File: src/rtl/pfd_pkg.sv
package pfd_pkg;
  localparam int NCH  = 2;
  localparam int SELW = 4;
  localparam logic [SELW-1:0] SEL_RST_B   = 4'b0111;
  localparam logic [SELW-1:0] SEL_RST_A   = 4'b1011;
  localparam logic [SELW-1:0] SEL_RST_ALL = 4'b1111;
  localparam logic [SELW-1:0] SEL_FAST    = 4'b0011;
endpackage

File: src/rtl/pfd_rst_sync.sv
module pfd_rst_sync #(
  parameter int STAGES = 2
) (
  input  logic clk,
  input  logic rst_n,
  output logic rst_n_sync
);
  logic [STAGES-1:0] sh_q;

  always_ff @(posedge clk or negedge rst_n) begin
    if (!rst_n) sh_q <= '0;
    else        sh_q <= {sh_q[STAGES-2:0], 1'b1};
  end

  assign rst_n_sync = sh_q[STAGES-1];
endmodule

File: src/rtl/pfd_core.sv
module pfd_core #(
  parameter int RST_DLY = 1
) (
  input  logic clk,
  input  logic rst_n,
  input  logic hold,
  input  logic ref_edge,
  input  logic fb_edge,
  output logic up_q,
  output logic dn_q
);
  localparam int CW = (RST_DLY < 2) ? 1 : $clog2(RST_DLY);
  localparam logic [CW-1:0] CNT_LAST = CW'(RST_DLY - 1);

  logic [CW-1:0] cnt_q, cnt_d;
  logic          up_d, dn_d, both, clr;

  always_comb begin
    both  = up_q & dn_q;
    clr   = both && (cnt_q == CNT_LAST);
    cnt_d = (both && !clr && !hold) ? cnt_q + CW'(1) : '0;
    if (hold) begin
      up_d = 1'b0;
      dn_d = 1'b0;
    end else begin
      up_d = (up_q & ~clr) | ref_edge;
      dn_d = (dn_q & ~clr) | fb_edge;
    end
  end

  always_ff @(posedge clk or negedge rst_n) begin
    if (!rst_n) begin
      up_q  <= 1'b0;
      dn_q  <= 1'b0;
      cnt_q <= '0;
    end else begin
      up_q  <= up_d;
      dn_q  <= dn_d;
      cnt_q <= cnt_d;
    end
  end
endmodule

File: src/rtl/pfd_chan_ctrl.sv
module pfd_chan_ctrl (
  input  logic clk,
  input  logic rst_n,
  input  logic pwdn,
  input  logic cfg_hiz,
  input  logic cfg_4x,
  input  logic pol,
  input  logic mux_rst,
  input  logic up_q,
  input  logic dn_q,
  output logic hold,
  output logic pd_q,
  output logic mag_q,
  output logic up_o,
  output logic dn_o,
  output logic oe,
  output logic lock
);
  logic active, pd_d, mag_en;

  always_comb begin
    active = up_q | dn_q;
    // gated entry waits for the pulse; tristate mode enters at once
    pd_d   = pwdn & (pd_q | cfg_hiz | ~active);
    mag_en = ~active;
  end

  always_ff @(posedge clk or negedge rst_n) begin
    if (!rst_n) begin
      pd_q  <= 1'b0;
      mag_q <= 1'b0;
    end else begin
      pd_q <= pd_d;
      if (mag_en) mag_q <= cfg_4x;
    end
  end

  always_comb begin
    hold = pd_q | mux_rst;
    oe   = ~hold;
    up_o = oe & (pol ? up_q : dn_q);
    dn_o = oe & (pol ? dn_q : up_q);
    lock = pd_q | ~active;
  end
endmodule

File: src/rtl/pfd_out_mux.sv
module pfd_out_mux
  import pfd_pkg::*;
(
  input  logic [SELW-1:0] sel,
  input  logic [NCH-1:0]  lock,
  input  logic [NCH-1:0]  ref_edge,
  input  logic [NCH-1:0]  fb_edge,
  input  logic            fast_mag,
  output logic            mux_out,
  output logic [NCH-1:0]  mux_rst
);
  always_comb begin
    mux_out = 1'b0;
    mux_rst = '0;
    casez (sel)
      4'b0000: mux_out = 1'b0;
      4'b0100: mux_out = lock[1];
      4'b1000: mux_out = lock[0];
      4'b1100: mux_out = lock[0] & lock[1];
      4'b?001: mux_out = ref_edge[1];
      4'b?010: mux_out = ref_edge[0];
      4'b?101: mux_out = fb_edge[1];
      4'b?110: mux_out = fb_edge[0];
      SEL_FAST:    mux_out = fast_mag;
      SEL_RST_B:   mux_rst[1] = 1'b1;
      SEL_RST_A:   mux_rst[0] = 1'b1;
      SEL_RST_ALL: mux_rst = '1;
      default:     mux_out = 1'b0;
    endcase
  end
endmodule

File: src/rtl/pfd_lock_ctrl.sv
module pfd_lock_ctrl
  import pfd_pkg::*;
#(
  parameter int RST_DLY     = 1,
  parameter int SYNC_STAGES = 2
) (
  input  logic            clk,
  input  logic            rst_n,
  input  logic [NCH-1:0]  ref_edge,
  input  logic [NCH-1:0]  fb_edge,
  input  logic [NCH-1:0]  cfg_pol,
  input  logic [NCH-1:0]  cfg_hiz,
  input  logic [NCH-1:0]  cfg_4x,
  input  logic [NCH-1:0]  cfg_pwdn,
  input  logic [SELW-1:0] mux_sel,
  output logic [NCH-1:0]  pump_up,
  output logic [NCH-1:0]  pump_dn,
  output logic [NCH-1:0]  pump_oe,
  output logic [NCH-1:0]  pump_4x,
  output logic [NCH-1:0]  lock,
  output logic [NCH-1:0]  pdn_state,
  output logic [NCH-1:0]  ctr_rst,
  output logic            osc_buf_en,
  output logic            mux_out
);
  logic           rst_i;
  logic [NCH-1:0] up_q, dn_q, hold, mux_rst;

  pfd_rst_sync #(.STAGES(SYNC_STAGES)) u_rst (
    .clk(clk), .rst_n(rst_n), .rst_n_sync(rst_i)
  );

  for (genvar c = 0; c < NCH; c++) begin : g_ch
    pfd_core #(.RST_DLY(RST_DLY)) u_core (
      .clk(clk), .rst_n(rst_i), .hold(hold[c]),
      .ref_edge(ref_edge[c]), .fb_edge(fb_edge[c]),
      .up_q(up_q[c]), .dn_q(dn_q[c])
    );
    pfd_chan_ctrl u_ctl (
      .clk(clk), .rst_n(rst_i), .pwdn(cfg_pwdn[c]), .cfg_hiz(cfg_hiz[c]),
      .cfg_4x(cfg_4x[c]), .pol(cfg_pol[c]), .mux_rst(mux_rst[c]),
      .up_q(up_q[c]), .dn_q(dn_q[c]), .hold(hold[c]), .pd_q(pdn_state[c]),
      .mag_q(pump_4x[c]), .up_o(pump_up[c]), .dn_o(pump_dn[c]),
      .oe(pump_oe[c]), .lock(lock[c])
    );
  end

  assign ctr_rst    = hold;
  assign osc_buf_en = ~(&pdn_state);

  pfd_out_mux u_mux (
    .sel(mux_sel), .lock(lock), .ref_edge(ref_edge), .fb_edge(fb_edge),
    .fast_mag(pump_4x[0]), .mux_out(mux_out), .mux_rst(mux_rst)
  );
endmodule

File: config.mk
export PLATFORM = sky130hd
export DESIGN_NAME = pfd_lock_ctrl
export DESIGN_NICKNAME = d
export VERILOG_FILES = /design/src/rtl/pfd_pkg.sv /design/src/rtl/pfd_rst_sync.sv /design/src/rtl/pfd_core.sv /design/src/rtl/pfd_chan_ctrl.sv /design/src/rtl/pfd_out_mux.sv /design/src/rtl/pfd_lock_ctrl.sv
export SDC_FILE = /design/constraint.sdc
export NUM_CORES = 1
export LEC_CHECK = 0
export ABC_AREA = 1
export BUFFER_PORTS_ARGS = -buffer_cell sky130_fd_sc_hd__buf_4
export CAP_MARGIN = 20
export CORE_AREA = 4 4 42 71
export DETAILED_ROUTE_END_ITERATION = 10
export DIE_AREA = 0 0 46 75
export PLACE_DENSITY_LB_ADDON = 0.12
export SLEW_MARGIN = 20
export SYNTH_ARGS = -nofsm -noshare
export SYNTH_HDL_FRONTEND = slang
export SYNTH_SLANG_ARGS = --single-unit
File: constraint.sdc
create_clock -name clk -period 1.02 [get_ports clk]
set_clock_uncertainty 0.15 [all_clocks]
set_input_delay 0.204 -clock clk [delete_from_list [all_inputs] [get_ports clk]]
set_output_delay 0.204 -clock clk [all_outputs]
set_load 0.02 [all_outputs]
* Yosys cells after proc, flatten, opt, wreduce, memory -nomap -nowiden
Cells that the tools add are included.
** Storage, ports and cells
- Register bits after elaboration :: 12
- Input bits :: 18
- Output and inout bits :: 16
- Logic and storage cells :: 86
** Operators by class
- $add $sub $neg :: 2
- Eq/ne operators :: 11
- Muxes and demuxes :: 13
- Bitwise operators :: 36
- Reduce and logical (&&, ||, !) cells :: 13
** Operators with widths (count)
- equality test 4 bit, second input constant :: 4
- OR 1 bit :: 14
- AND 1 bit :: 13
- two-way mux 1 bit :: 12
- inverter 1 bit :: 9
- equality test 4 x 3 -> 1 bit, second input constant :: 2
- case mux 1 bit (8 select lines) :: 1
- equality test 3 bit, second input constant :: 2
- logical AND 1 bit :: 6
- equality test 4 x 2 -> 1 bit, second input constant :: 1
- zero test 1 bit :: 4
- OR reduction 2 bit :: 2
- equality test 3 x 1 -> 1 bit, second input constant :: 1
- equality test 3 x 2 -> 1 bit, second input constant :: 1
- adder 1 bit, second input constant :: 2
- AND reduction 2 bit :: 1

* Depth between registers and ports, before layout
Gate-level depths: netlist of the first run.
- Depth after elaboration :: 7
- Mapped depth :: 6
- Depth with buffers taken out :: 6

* Modules after synthesis
A second synthesis of the first run with hierarchy kept.
** Second synthesis, totals
- Cell total of the unflattened synthesis :: 104
- Area total of the unflattened synthesis :: 674.4 µm²
** By module, submodules not included
- pfd_chan_ctrl :: instances 2, cells an instance 23, area each 135.1 µm², seq. area each 50.0 µm²
- pfd_core :: instances 2, cells an instance 13, area each 115.1 µm², seq. area each 75.1 µm²
- pfd_out_mux :: instances 1, cells an instance 28, area each 116.4 µm², seq. area each 0.0 µm²
- pfd_rst_sync :: instances 1, cells an instance 3, area each 53.8 µm², seq. area each 50.0 µm²
- pfd_lock_ctrl :: instances 1, cells an instance 1, area each 3.8 µm², seq. area each 0.0 µm²

* Worst setup path before layout of the first run
Ideal clock, no wire load.
- Path kind :: reg2out
- Start :: register g_ch[1].u_core.dn_q
- End :: output port mux_out
- Arrival :: 1.004 ns
- Data required time :: 0.666 ns
- Slack :: -0.338 ns
- Cell stages (with the launch flop) :: 6
- Cell sequence :: dfrtp_1 > o21ai_2 > nand2_1 > nand2_1 > nand2_1 > nor2_1
** Between the ends
- Longest elaborated chain between the ends :: 5
** RTL lines
- from (decl) :: RTL line pfd_core.sv:10 : output logic dn_q
- from (signal assigned) :: RTL line pfd_core.sv:38 : dn_q <= dn_d;
- OR 1 bit (*) :: RTL line pfd_chan_ctrl.sv:22 : active = up_q | dn_q;
- inverter 1 bit (*) :: RTL line pfd_chan_ctrl.sv:43 : lock = pd_q | ~active;
- OR 1 bit (*) :: RTL line pfd_chan_ctrl.sv:43
- via g_ch[1].u_ctl.lock :: RTL line pfd_chan_ctrl.sv:17 : output logic lock
- AND 1 bit :: RTL line pfd_out_mux.sv:19 : 4'b1100: mux_out = lock[0] & lock[1];
- case mux 1 bit (8 select lines) (*) :: RTL line pfd_out_mux.sv:15 : casez (sel)
- to (decl) :: RTL line pfd_lock_ctrl.sv:24 : output logic mux_out
The timed path passes the listed nets; every way through them passes the cells marked *.

* Worst setup path in the final report of the first run
- Start :: register g_ch[1].u_core.dn_q
- End :: output port mux_out
** Between the ends
- Longest elaborated chain between the ends :: 5
** RTL lines (RTL line)
- OR 1 bit (*) :: pfd_chan_ctrl.sv:22
- inverter 1 bit (*) :: pfd_chan_ctrl.sv:43
- OR 1 bit (*) :: pfd_chan_ctrl.sv:43
- AND 1 bit :: pfd_out_mux.sv:19
- case mux 1 bit (8 select lines) (*) :: pfd_out_mux.sv:15
Mark *: on every way between the ends. The rest lies on a longest branch, timed or not.

==> results.cfg, run 1 <==
[run_status]
status = finished, violations left
violations = negative setup slack

[layout]
nFillCells = 240
seqCellArea_um2 = 300.3
fin_nets = 170
syn_to_final_growth_pct = 82.69
multi_input_area_um2 = 354.1
antenna_cells = 0
drive_gt1_share_pct = 62.25

[clock_network]
clk_latency_ns = 0.23
htreeDepth = 1
path_clk_slew_ns = 0.05
clock_path_buffers = 2
clock_sinks = 12
cts_tree = built
cts-root-buf = clkbuf_8
cts_buffers = 3

[global_routing]
grt_max_degree = 11
gr-total-overflow = 0
antenna_found_initial = 0
grtUsageTotal_pct = 11.52
grt_pass1_wl_um = 2946
grt_pass1_vias = 735

[synthesis]
yosysTopAreaCellShare_pct = 40.34
synth-main-ff-cell = dfrtp_1
synth_commonest_cells = nand2_1, inv_1, buf_4
synth-edff-count = 0
synth_area_um2 = 744.5
yosysUniqueCellTypes = 14
synth_async_sr_flop_share_pct = 100.0
syn_inst = 102
ys_seq_elements = 12
synth.most_common_cell = nand2_1
synth.avg_cell_area_um2 = 7.299
ys.warnings.count = 0
synth.top_cells.by_area = dfrtp_1, buf_4, nand2_1
seq_area_frac_synth_pct = 40.34
yosysTopAreaCell = dfrtp_1

[timing]
whs_ns = 0.01818
rsz0062_at_grt = yes
setup_viol = 23
post-route-min-period_ns = 1.544
period_share_pct = 151.3
fmax_mhz = 647.8
hold_viol = 0
final-max-slew-violation-count = 0
setup_ws_ns = -0.5236

[critical_path]
reg2reg_to = g_ch[1].u_ctl.pd_q$_DFF_PN0_
timing.rr.start = g_ch[1].u_ctl.pd_q$_DFF_PN0_
start_kind = flip-flop
regToRegSetupSlack_ns = -0.16
end_kind = primary output
cp.required_ns = 0.67
crit_arrival_ns = 1.19
critPathLaunch = g_ch[1].u_core.dn_q$_DFF_PN0_
reg2reg_depth = 5
setup.worst_path.class = reg2out
cp_max_fo = 2

[die]
start_util_pct = 30.23
core_area_um2 = 2462
io_pins = 34
fp.dieW_um = 46
dieHeight_um = 75
num_rows = 24
die_area_um2 = 3450

[route]
via_per_inst = 4.305
drc_errors = 0
drt.antenna.violating_nets = 0
routed_wl_um = 1843
dr.pass1.iters = 3
drt_iter0_drc = 11
vias = 762
avgRoutedWirePerCell_um = 10.41

[placement]
pre_cts_slack_ns = -0.2824
place_hpwl_um = 1471
numPortBuffers = 33
gp_congestion = 0.7460

[hold_path]
hold_class = reg2async

[power]
ir_drop_uv = 870.7
p_per_area_nw_per_um2 = 1340
p_leak_nw = 0.7147

[job]
maxCapViolations = 0
## worst max-delay path by stage
| stage | endpoint | slack, ns | cells after the start |
|---|---|---|---|
| floorplan | mux_out | -0.21 | 5 |
| global placement | mux_out | -0.28 | 6 |
| detailed placement | mux_out | -0.28 | 6 |
| CTS | mux_out | -0.54 | 6 |
| global route | mux_out | -0.58 | 6 |
| finish | mux_out | -0.52 | 6 |
## kinds of logic (layout without fill, tap and decap cells)
kind of cell           after synthesis  in the layout  share of synthesized area [%]
other                                2              3                          1.009
DFF                                 12             12                          40.34
and+or+nand+nor                     35             35                          18.82
buffers and inverters               33             81                          23.70
AOI/OAI and AO/OA                   20             20                          16.13
## cell type report
class	count	area share (%)
timing repair buffer	58	39.47
inverter	19	5.980
sequential	12	22.08
clock buffer	4	4.048
multi-input combinational	58	26.04
tap	26	2.392
## what timing repair did
action | 4_1_cts | 5_1_grt
setup buffers | 4 | 5
pin swaps | 8 | 10
setup endpoints to repair | 23 | 24
resized for setup | 33 | 30
hold buffers | 1 | 0
hold endpoints to repair | 2 | 0
## where the power goes
group          switching [mW]  internal (mW)
logic                   0.346          0.406
registers              0.0444          0.524
clock network           0.163          0.340
## cell usage in the layout (no fill, tap or decap), drive strengths merged
cell type | netlist | routed
clkbuf | 0 | 4
conb | 2 | 3
dlygate4sd3 | 0 | 1
o21a | 2 | 2
a21oi | 5 | 5
nor2 | 10 | 10
buf | 14 | 57
nand3 | 3 | 3
inv | 19 | 19
dfrtp | 12 | 12
o21ai | 13 | 13
nand2 | 22 | 22
## per-layer routing
metal,GRT usage (%),wire length (µm)
met5,0,0
met4,3.797,8
met3,2.153,115
met2,21.78,1084
met1,12.05,635
## worst max-delay path, cell delays in order (launching register included)
cell and delay [ns]:
dfrtp_1 0.39, o21ai_2 0.16, nand2_1 0.07, nand2_1 0.07, nand2_2 0.06, nor2_4 0.10
buf_6 0.12
## stage by stage
step	utilization [%]	instance area, µm²	instances	total power, mW	setup TNS (ns)
2_1_floorplan	-	782.0	103	0.9190	-0.8175
3_3_place_gp	43.29	1066	165	1.118	-3.155
3_5_place_dp	43.29	1066	165	1.121	-3.244
4_1_cts	50.36	1240	173	1.742	-6.586
5_1_grt	55.23	1360	177	1.937	-7.830
6_report	55.23	1360	177	1.823	-6.729
## registers in the layout, indices dropped and copies added, names as in the netlist
signal	cells
g_ch.u_core.cnt_q	2
g_ch.u_core.dn_q	2
g_ch.u_core.up_q	2
g_ch.u_ctl.mag_q	2
g_ch.u_ctl.pd_q	2
u_rst.sh_q	2
Power figures use the tool's default switching activity.
==> run 2: changes to the inputs <==
CORE_AREA = 4 4 49 51   (was 4 4 42 71)
DIE_AREA = 0 0 53 55   (was 0 0 46 75)
PLACE_DENSITY = 0.69   (was not set)
PLACE_DENSITY_LB_ADDON = not set   (was 0.12)
==> results.cfg, run 2 (synthesized netlist as in run 1, its figures left out) <==
[run_status]
status = finished, violations left
violations = negative setup slack

[hold_path]
hold_class = reg2async

[die]
dieHeight_um = 55
fp.dieW_um = 53
die_area_um2 = 2915
core_area_um2 = 1942
io_pins = 34
num_rows = 16
start_util_pct = 38.34

[route]
via_per_inst = 4.392
drt.antenna.violating_nets = 0
drt_iter0_drc = 6
vias = 795
routed_wl_um = 1948
dr.pass1.iters = 4
drc_errors = 0
avgRoutedWirePerCell_um = 10.76

[power]
p_per_area_nw_per_um2 = 1243
p_leak_nw = 0.7152
ir_drop_uv = 975.3

[clock_network]
path_clk_slew_ns = 0.07
clock_sinks = 12
clk_latency_ns = 0.26
cts-root-buf = clkbuf_4
htreeDepth = 1
cts_buffers = 3
cts_tree = built
clock_path_buffers = 2

[layout]
layout_common_cells = buf_4, buf_6, nand2_1, dfrtp_1, inv_1
seqCellArea_um2 = 300.3
final_common_cell = buf_4
antenna_cells = 0
drive_gt1_share_pct = 60.39
multi_input_area_um2 = 351.6
fin_util_pct = 70.36
syn_to_final_growth_pct = 83.53
fin_nets = 173
nFillCells = 152

[timing]
setup_viol = 23
tns_ns = -7.181
period_share_pct = 156.4
fmax_mhz = 626.8
setup_ws_ns = -0.5753
final-max-slew-violation-count = 0
hold_viol = 0
post-route-min-period_ns = 1.595
rsz0062_at_grt = yes

[global_routing]
grtUsageTotal_pct = 14.73
grt_pass1_wl_um = 3084
gr-total-overflow = 0
antenna_found_initial = 0
grt_max_degree = 11
grt_pass1_vias = 742

[critical_path]
reg2reg_to = g_ch[1].u_core.dn_q$_DFF_PN0_
timing.rr.start = g_ch[1].u_ctl.pd_q$_DFF_PN0_
cp_max_fo = 2
cp.required_ns = 0.67
start_kind = flip-flop
critPathLaunch = g_ch[1].u_core.up_q$_DFF_PN0_
crit_arrival_ns = 1.24
setup.worst_path.class = reg2out
regToRegSetupSlack_ns = -0.19
end_kind = primary output
reg2reg_depth = 6

[placement]
place_hpwl_um = 1464
gp_congestion = 0.7632
numPortBuffers = 33

[job]
maxCapViolations = 0
## run 2: worst max-delay path by stage
| stage | slack, ns | endpoint | depth (start not counted) |
|---|---|---|---|
| after floorplan | -0.21 | mux_out | 5 |
| after global placement | -0.28 | mux_out | 6 |
| after detailed placement | -0.32 | mux_out | 6 |
| after CTS | -0.58 | mux_out | 6 |
| after global routing | -0.66 | mux_out | 6 |
| final | -0.58 | mux_out | 6 |
## run 2: critical path, cell delays in order, from the launching register on
cell and delay (ns):
dfrtp_1 0.39, o21ai_2 0.18, nand2_1 0.07, nand2_1 0.07, nand2_2 0.06, nor2_4 0.10
buf_6 0.11
## run 2: area by class of cell
| class | instances | share of cell area (%) |
|---|---|---|
| clock buffers | 4 | 2.656 |
| multi-input cells | 58 | 25.73 |
| repair buffers | 61 | 41.39 |
| flip-flops and latches | 12 | 21.98 |
| well taps | 27 | 2.473 |
| inverters | 19 | 5.769 |
## run 2: per-stage QoR
step	hold slack (ns)	cells	setup slack, ns	instance area, µm²	total power, mW
floorplan	-0.2416	103	-0.2145	782.0	0.9190
CTS	-0.002353	177	-0.5763	1270	1.631
global route	0.005627	181	-0.6636	1366	1.809
global placement	-0.1632	168	-0.2767	1095	1.131
detailed placement	-0.1630	168	-0.3232	1095	1.145
finish	0.005276	181	-0.5753	1366	1.698
## run 2: what timing repair did
item / 4_1_cts / 5_1_grt
endpoints found under the setup margin: 23 / 24
pin swaps: 9 / 7
buffers inserted: 5 / 8
endpoints found under the hold margin: 4 / 2
hold buffers: 3 / 2
gates resized for setup: 35 / 27
## run 2: power breakdown
group / internal (mW) / switching [mW]
logic: 0.415 / 0.362
registers: 0.523 / 0.0412
clock network: 0.217 / 0.140
## run 2: per-layer routing
layer	GRT usage, %	vias to the layer above	share of wire, %	wire length (µm)
met5	0	-	0	0
met4	6.383	0	0.67	13
met3	2.145	2	6.0	116
met2	27.27	25	53	1034
met1	16.86	369	40	784
li1	-	399	-	-
==> run 3: changes to the inputs <==
ABC_AREA = not set   (was 1)
CORE_AREA = 2 2 46 48   (was 4 4 49 51)
DIE_AREA = 0 0 48 50   (was 0 0 53 55)
PLACE_DENSITY = 0.7   (was 0.69)
REMOVE_ABC_BUFFERS = 1   (was not set)
==> results.cfg, run 3 <==
[die]
num_rows = 16
fp.dieW_um = 48
io_pins = 34
dieHeight_um = 50
die_area_um2 = 2400
core_area_um2 = 1902
start_util_pct = 37.63

[global_routing]
grtUsageTotal_pct = 18.18
grt.busiest_layer = met2
grt_pass1_vias = 689
grt_max_degree = 11
grt_pass1_wl_um = 2973
antenna_found_initial = 0
grt.met3_usage_pct = 3.297
grt.met1_usage_pct = 19.59
grtUsageMet2_pct = 29.56
gr-total-overflow = 0

[timing]
final-max-slew-violation-count = 0
period_share_pct = 193.0
rsz0062_at_grt = yes
hold_viol = 0
fmax_mhz = 508.1
whs_ns = 0.009888
setup_viol = 24
post-route-min-period_ns = 1.968
setup_ws_ns = -0.9482

[power]
comb_power_share_pct = 46.6
p_sw_share_pct = 31.09
cellInternalPower_mw = 1.201
power.switching_mw = 0.5420
power_frac_seq_pct = 32.7
ir_drop_uv = 904.2
p_per_area_nw_per_um2 = 1308
total_power_mw = 1.743
clkPwrFrac_pct = 20.7
p_leak_nw = 0.6217

[synthesis]
yosysTopAreaCellShare_pct = 41.96
synth_compound_area_share_pct = 14.34
seq_area_frac_synth_pct = 41.96
synth_area_um2 = 715.7
ys_seq_elements = 12
ys.warnings.count = 0
yosysTopAreaCell = dfrtp_1
synth_xor_area_share_pct = 0
synth.avg_cell_area_um2 = 9.542
synth_async_sr_flop_share_pct = 100.0
synth.top_cells.by_area = dfrtp_1, buf_4, mux2i_1
synth-simple-area-share_pct = 13.99
synth.most_common_cell = buf_4
synth-main-ff-cell = dfrtp_1
synth_top_family_by_area = buffers and inverters
synth-edff-count = 0
yosysUniqueCellTypes = 23
syn_inst = 75
synth_commonest_cells = buf_4, dfrtp_1, nor2_1
synth.area.mux_share_pct = 10.84
synthAdderAreaFrac_pct = 0

[clock_network]
clk_latency_ns = 0.26
cts_tree = built
clock_path_buffers = 2
clock_sinks = 12
htreeDepth = 1
path_clk_slew_ns = 0.07
cts_buffers = 3
cts-root-buf = clkbuf_4

[placement]
numPortBuffers = 33
pre_cts_slack_ns = -0.6335
place_area_um2 = 1031
place_hpwl_um = 1270
gp_congestion = 0.7112

[critical_path]
cp_max_fo = 2
critPathLaunch = g_ch[1].u_core.dn_q$_DFF_PN0_
cp.required_ns = 0.67
crit_arrival_ns = 1.61
setup.worst_path.class = reg2out
path_cells = nor2_2, or2_4, mux2_4, o311a_1, buf_6
start_kind = flip-flop
slowest_delay_ns = 0.37
end_kind = primary output
regToRegSetupSlack_ns = -0.31
cp_slowest_cell = dfrtp_1
timing.rr.start = g_ch[0].u_ctl.pd_q$_DFF_PN0_

[route]
routed_wl_um = 2119
via_per_inst = 4.703
drt.antenna.violating_nets = 0
avgRoutedWirePerCell_um = 14.32
vias = 696
drt_iter0_drc = 4
dr.pass1.iters = 3
drc_errors = 0

[layout]
drive_gt1_share_pct = 69.42
antenna_cells = 0
layout_common_cells = buf_4, buf_6, dfrtp_1, nor2_4
syn_to_final_growth_pct = 86.19
fin_nets = 140
finalInstanceArea_um2 = 1333
final_common_cell = buf_4
fin_util_pct = 70.07

[job]
maxCapViolations = 0

[run_status]
violations = negative setup slack
status = finished, violations left

[hold_path]
hold_class = reg2async
-- run 3: cell type report --
| type | instances | area, µm² |
|---|---|---|
| clock buffers | 4 | 36.28 |
| fillers | 127 | 569.3 |
| inverters | 4 | 15.01 |
| multi-input cells | 44 | 424.2 |
| flip-flops and latches | 12 | 300.3 |
| well taps | 27 | 33.78 |
| repair buffers | 57 | 523.0 |
-- run 3: metal layers --
| layer | up-vias | part of all wire [%] |
|---|---|---|
| li1 | 330 | - |
| met5 | - | 0 |
| met4 | 0 | 4.9 |
| met2 | 30 | 54 |
| met1 | 326 | 36 |
| met3 | 10 | 5.2 |
-- run 3: per-stage QoR --
stage,TNS (ns),instances
global route,-10.58,148
floorplan,-4.353,60
global placement,-4.555,139
finish,-9.554,148
detailed placement,-4.815,139
CTS,-9.539,145
-- run 3: repair_timing --
| item | 4_1_cts | 5_1_grt |
|---|---|---|
| hold buffers | 1 | 1 |
| setup endpoints to repair | 24 | 24 |
| resized for setup | 33 | 25 |
| setup buffers | 5 | 7 |
| endpoints found under the hold margin | 2 | 1 |
| pin swaps | 5 | 4 |
-- run 3: worst max-delay path, delay by kind of cell, from the launching register on --
kind | cells | cell delay, ns
compound gates | 1 | 0.30
buf+inv | 1 | 0.14
flops | 1 | 0.37
mux | 1 | 0.25
simple gates | 2 | 0.29
-- run 3: path summary, 6_finish.rpt --
kind	end	depth (start not counted)
setup / recovery	mux_out	5
hold reg to reg	g_ch[1].u_ctl.mag_q$_DFFE_PN0P_	0
setup reg to reg	g_ch[0].u_core.dn_q$_DFF_PN0_	5
min in group clk	g_ch[0].u_ctl.pd_q$_DFF_PN0_	2
hold / removal	g_ch[1].u_ctl.mag_q$_DFFE_PN0P_	0
max in group asynchronous	g_ch[0].u_ctl.pd_q$_DFF_PN0_	0
-- run 3: cells by family after synthesis --
group           after synthesis
simple gates                 19
mux                           7
compound gates               15
other cells                   2
flops                        12
buf+inv                      20
-- run 3: power by group through the flow --
stage	Combinational (mW)	Sequential, mW	Clock [mW]
2_1_floorplan	0.208	0.604	0
3_3_place_gp	0.557	0.563	0
3_5_place_dp	0.563	0.567	0
4_1_cts	0.694	0.565	0.369
5_1_grt	0.861	0.577	0.413
6_report	0.813	0.570	0.360
